===== src/rtl/intvec_pkg.sv =====
package intvec_pkg;

  localparam int DATA_W      = 64;
  localparam int VFIELD_W    = 6;
  localparam int TRAP_W      = 9;
  localparam int SRC_LSB     = 6;
  localparam logic [TRAP_W-1:0] TRAP_VECTOR = 9'h060;
  localparam logic [4:0]        SRC_FIELD   = 5'h1F;

  typedef struct packed {
    logic                valid;
    logic [VFIELD_W-1:0] vec;
  } leg_route_t;

  // Routing of legacy bus lines onto vector numbers.
  function automatic leg_route_t leg_route(input int unsigned line);
    leg_route_t r;
    r = '0;
    case (line)
      7:  r = '{valid: 1'b1, vec: 6'h22};
      6:  r = '{valid: 1'b1, vec: 6'h27};
      1:  r = '{valid: 1'b1, vec: 6'h29};
      12: r = '{valid: 1'b1, vec: 6'h2A};
      4:  r = '{valid: 1'b1, vec: 6'h2B};
      default: r = '0;
    endcase
    return r;
  endfunction

  // Descriptor word 0: source field above the vector number.
  function automatic logic [DATA_W-1:0] pack_word0(input logic [VFIELD_W-1:0] vec);
    logic [DATA_W-1:0] w;
    w = '0;
    w[SRC_LSB +: 5]    = SRC_FIELD;
    w[VFIELD_W-1:0]    = vec;
    return w;
  endfunction

endpackage


===== src/rtl/intvec_legacy_map.sv =====
module intvec_legacy_map #(
  parameter int NUM_LEG = 16,
  parameter int NUM_VEC = 64
) (
  input  logic [NUM_LEG-1:0] leg_i,
  output logic [NUM_VEC-1:0] routed_o
);
  import intvec_pkg::*;

  logic [NUM_VEC-1:0] contrib [NUM_LEG];

  for (genvar gl = 0; gl < NUM_LEG; gl++) begin : g_line
    localparam leg_route_t RT = leg_route(gl);
    if (RT.valid && (int'(RT.vec) < NUM_VEC)) begin : g_hit
      localparam logic [NUM_VEC-1:0] ONE_HOT = {{(NUM_VEC-1){1'b0}}, 1'b1} << RT.vec;
      assign contrib[gl] = leg_i[gl] ? ONE_HOT : '0;
    end else begin : g_drop
      assign contrib[gl] = '0;
    end
  end

  always_comb begin
    routed_o = '0;
    for (int l = 0; l < NUM_LEG; l++) routed_o = routed_o | contrib[l];
  end

endmodule


===== src/rtl/intvec_edge_pick.sv =====
module intvec_edge_pick #(
  parameter int NUM_VEC = 64,
  localparam int VEC_W  = (NUM_VEC > 1) ? $clog2(NUM_VEC) : 1
) (
  input  logic               clk,
  input  logic               rst_n,
  input  logic [NUM_VEC-1:0] lines_i,
  output logic               rise_any_o,
  output logic [VEC_W-1:0]   rise_idx_o
);

  logic [NUM_VEC-1:0] prev_q;
  logic [NUM_VEC-1:0] rise;

  function automatic logic [VEC_W-1:0] lowest(input logic [NUM_VEC-1:0] b);
    logic [VEC_W-1:0] k;
    k = '0;
    for (int i = NUM_VEC - 1; i >= 0; i--) if (b[i]) k = VEC_W'(i);
    return k;
  endfunction

  always_ff @(posedge clk) begin
    if (!rst_n) prev_q <= '0;
    else        prev_q <= lines_i;
  end

  assign rise       = lines_i & ~prev_q;
  assign rise_any_o = |rise;
  assign rise_idx_o = lowest(rise);

endmodule


===== src/rtl/intvec_slot.sv =====
module intvec_slot #(
  parameter int NUM_VEC = 64,
  localparam int VEC_W  = (NUM_VEC > 1) ? $clog2(NUM_VEC) : 1
) (
  input  logic                           clk,
  input  logic                           rst_n,
  input  logic [NUM_VEC-1:0]             lines_i,
  input  logic                           rise_any_i,
  input  logic [VEC_W-1:0]               rise_idx_i,
  input  logic                           clr_i,
  output logic                           busy_o,
  output logic                           wake_o,
  output logic                           cap_line_hi_o,
  output logic [intvec_pkg::DATA_W-1:0]  data0_o,
  output logic [intvec_pkg::DATA_W-1:0]  data1_o,
  output logic [intvec_pkg::DATA_W-1:0]  data2_o
);
  import intvec_pkg::*;

  logic             busy_q;
  logic             wake_q;
  logic [VEC_W-1:0] idx_q;
  logic [DATA_W-1:0] d0_q, d1_q, d2_q;

  assign cap_line_hi_o = lines_i[idx_q];

  always_ff @(posedge clk) begin
    if (!rst_n) begin
      busy_q <= 1'b0;
      wake_q <= 1'b0;
      idx_q  <= '0;
      d0_q   <= '0;
      d1_q   <= '0;
      d2_q   <= '0;
    end else begin
      wake_q <= 1'b0;
      if (busy_q) begin
        if (clr_i || !cap_line_hi_o) busy_q <= 1'b0;
      end else if (rise_any_i) begin
        busy_q <= 1'b1;
        wake_q <= 1'b1;
        idx_q  <= rise_idx_i;
        d0_q   <= pack_word0(VFIELD_W'(rise_idx_i));
        d1_q   <= '0;
        d2_q   <= '0;
      end
    end
  end

  assign busy_o  = busy_q;
  assign wake_o  = wake_q;
  assign data0_o = d0_q;
  assign data1_o = d1_q;
  assign data2_o = d2_q;

endmodule


===== src/rtl/intvec_deliver.sv =====
module intvec_deliver #(
  parameter int NUM_LEG = 16,
  parameter int NUM_VEC = 64
) (
  input  logic                          clk,
  input  logic                          rst_n,
  input  logic [NUM_LEG-1:0]            leg_irq_i,
  input  logic [NUM_VEC-1:0]            vec_irq_i,
  input  logic                          clr_i,
  output logic                          busy_o,
  output logic                          irq_req_o,
  output logic [intvec_pkg::TRAP_W-1:0] trap_type_o,
  output logic                          wake_o,
  output logic [intvec_pkg::DATA_W-1:0] data0_o,
  output logic [intvec_pkg::DATA_W-1:0] data1_o,
  output logic [intvec_pkg::DATA_W-1:0] data2_o
);
  import intvec_pkg::*;

  localparam int VEC_W = (NUM_VEC > 1) ? $clog2(NUM_VEC) : 1;

  logic [NUM_VEC-1:0] leg_routed;
  logic [NUM_VEC-1:0] lines;
  logic               rise_any;
  logic [VEC_W-1:0]   rise_idx;
  logic               cap_line_hi;
  logic               busy;

  intvec_legacy_map #(.NUM_LEG(NUM_LEG), .NUM_VEC(NUM_VEC)) u_map (
    .leg_i    (leg_irq_i),
    .routed_o (leg_routed)
  );

  assign lines = vec_irq_i | leg_routed;

  intvec_edge_pick #(.NUM_VEC(NUM_VEC)) u_pick (
    .clk        (clk),
    .rst_n      (rst_n),
    .lines_i    (lines),
    .rise_any_o (rise_any),
    .rise_idx_o (rise_idx)
  );

  intvec_slot #(.NUM_VEC(NUM_VEC)) u_slot (
    .clk           (clk),
    .rst_n         (rst_n),
    .lines_i       (lines),
    .rise_any_i    (rise_any),
    .rise_idx_i    (rise_idx),
    .clr_i         (clr_i),
    .busy_o        (busy),
    .wake_o        (wake_o),
    .cap_line_hi_o (cap_line_hi),
    .data0_o       (data0_o),
    .data1_o       (data1_o),
    .data2_o       (data2_o)
  );

  assign busy_o      = busy;
  assign irq_req_o   = busy;
  assign trap_type_o = busy ? TRAP_VECTOR : '0;

endmodule


===== config.mk =====
export PLATFORM = sky130hd
export DESIGN_NAME = intvec_deliver
export DESIGN_NICKNAME = d
export VERILOG_FILES = /design/src/rtl/intvec_pkg.sv /design/src/rtl/intvec_legacy_map.sv /design/src/rtl/intvec_edge_pick.sv /design/src/rtl/intvec_slot.sv /design/src/rtl/intvec_deliver.sv
export SDC_FILE = /design/constraint.sdc
export NUM_CORES = 1
export LEC_CHECK = 0
export ABC_AREA = 0
export BUFFER_PORTS_ARGS = -buffer_cell sky130_fd_sc_hd__clkbuf_2
export CAP_MARGIN = 40
export CORE_UTILIZATION = 48
export CTS_CLUSTER_SIZE = 40
export DETAILED_ROUTE_END_ITERATION = 8
export GPL_TIMING_DRIVEN = 0
export PLACE_DENSITY = 0.81
export SETUP_SLACK_MARGIN = 0.2
export SYNTH_ARGS = -nofsm -noshare
export SYNTH_HDL_FRONTEND = slang
export SYNTH_HIERARCHICAL = 1
export SYNTH_SLANG_ARGS = --single-unit
export TNS_END_PERCENT = 50

===== constraint.sdc =====
create_clock -name clk -period 2.85 [get_ports clk]
set_input_delay 0.285 -clock clk [delete_from_list [all_inputs] [get_ports clk]]
set_output_delay 0.285 -clock clk [all_outputs]
set_load 0.1 [all_outputs]

==> results.yml <==
outcome:
  status: "finished, final reports clean"
route:
  antenna_left: 0
  routed_wl_um: 13600
  drt_iter0_drc: 289
  vias: 5186
  drc: 0
  viasPerCell: 4.00
  dr.pass1.iters: 5
  routedWlPerCell_um: 10.5
synth:
  syn_area_mm2: 0.00629
  synthCells: 783
  ys.warnings.count: 6
  avgSynthCellArea_um2: 8.03
floorplan:
  die_x_um: 116
  dieHeight_um: 116
  io_pins: 287
  coreArea_mm2: 0.0127
  start_util_pct: 49.4
  rows: 41
  die_area_mm2: 0.0136
setup_path:
  endpoint_kind: "flip-flop"
  cp-start-kind: "primary input"
  startpoint: "vec_irq_i[38]"
  ff2ff_setup_slack_ns: 0.54
  crit_required_ns: 3.05
  r2r-end: "u_slot/busy_o"
  worstSetupPathType: "primary input to flip-flop"
  worst-path-max-fanout: 8
  r2r-start: "u_pick/prev_q[38]"
  arrival_ns: 2.53
  r2r_cells: 9
place:
  placed_area_mm2: 0.00783
  dp_slack_ns: 0.259
  hpwl_um: 11600
  io_buffers: 82
  place_congestion: 0.924
flow_run:
  max-cap-violations: 0
clocking:
  cts_root_buf: "clkbuf_16"
  clock-sinks: 73
  postCtsHoldBufs: 0
  cts-resized-gates: 0
  worstSkewPairLatency_ns: 0.33
  cts_max_level: 3
  clk_pin_slew_ns: 0.06
  cts_setup_buffers: 0
  cts_buffer_depth: 2
  numCtsBuffers: 9
  cts_tree: "done"
timing:
  tightest_slew_ns: 0.589
  relSlewSlack_pct: 60.7
  report.final.slew_viol_count: 0
  worst_hold_slack_ns: 0.277
  fmax_ghz: 0.428
  finalCritPeriodShare_pct: 81.9
  finalHoldViolations: 0
  fin_ws_ns: 0.515
  finClkSkew_ns: 0.00720
  finalWorstPathRequiredPeriod_ns: 2.33
  rsz0062_at_grt: "false"
  finalSetupTns_ns: 0
  setup_viol: 0
grt:
  track_usage_pct: 19.9
  antenna_found_initial: 0
  grt_start_max_net_pins: 14
  first_global_vias: 4388
  grt_pass1_wl_um: 20800
  grt-ovfl-total: 0
finish:
  areaGrowthSynthToFinish_pct: 29.6
  layout_common_cells: "buf_4 (260), conb_1 (247), clkbuf_2 (82), dfxtp_1 (73), and2_1 (66)"
  drive_above_1_share_pct: 33.3
  final_common_cell: "buf_4"
  nNetsFinal: 1203
  fin_area_mm2: 0.00815
  n_antenna_cell: 0
  n_fill_cell: 1136
  regArea_mm2: 0.00146
  multi_input_area_mm2: 0.00367
min_path:
  min_path_cells: 3
  holdCritStartpoint: "vec_irq_i[63]"
  hp-class: "primary input to flip-flop"
  holdPathEnd: "u_pick/prev_q[63]"
power:
  p_leak_nw: 4.34
  vdd_ir_drop_max_v: 0.000264
  p_per_area_mw_per_mm2: 525
through the flow:
step	total power, mW	cells	util, %
CTS	4.27	1297	64.1
global placement	3.06	1281	61.6
floorplan	2.92	1027	-
global route	4.43	1297	64.1
detailed placement	3.07	1281	61.6
finish	4.28	1297	64.1
routing by layer:
layer / share of wire, % / vias to the layer above / GRT usage, %
met2: 53 / 179 / 37.1
met1: 40 / 2263 / 22.9
li1: - / 2726 / -
met5: 0 / - / 0
met3: 5.8 / 18 / 3.06
met4: 1.7 / 0 / 6.75
power by group:
group	leakage, nW	internal (mW)	switching [mW]	total (mW)
sequential	0.612	1.09	0.0247	1.11
combinational	3.57	0.452	1.51	1.96
clock	0.155	0.766	0.437	1.20
total	4.34	2.31	1.97	4.28
worst max-delay path: stages:
cell and delay (ns):
clkbuf_2 0.08, or2_1 0.22, or2b_1 0.27, nor4bb_1 0.52
nand3_1 0.17, nor3b_1 0.30, nand2_1 0.13, nor2b_1 0.14
clkbuf_1 0.21, nand2_1 0.14, nand3_1 0.07
worst max path at each step:
stage / slack (ns) / cells after the start / endpoint
4_1_cts: 0.57 / 11 / u_slot/busy_o
5_1_grt: 0.23 / 11 / u_slot/busy_o
3_3_place_gp: 0.25 / 11 / u_slot/busy_o
3_5_place_dp: 0.26 / 11 / u_slot/busy_o
2_1_floorplan: 0.31 / 7 / u_slot/busy_o
6_report: 0.52 / 11 / u_slot/busy_o
final cells by class:
class / count / area share [%]
flip-flops and latches: 73 / 17.9
multi-input cells: 667 / 45.1
repair buffers: 82 / 5.03
inverters: 14 / 0.645
plain buffers: 273 / 24.8
well taps: 172 / 2.64
clock buffers: 9 / 2.76
clock inverters: 7 / 1.17
state kept, by name (all words and copies together), names as in the netlist:
register        flops
u_slot/idx_q        5
u_slot/wake_o       1
u_pick/prev_q      64
u_slot/data0_o      2
u_slot/busy_o       1
No activity file was read; power rests on OpenSTA's default activity.
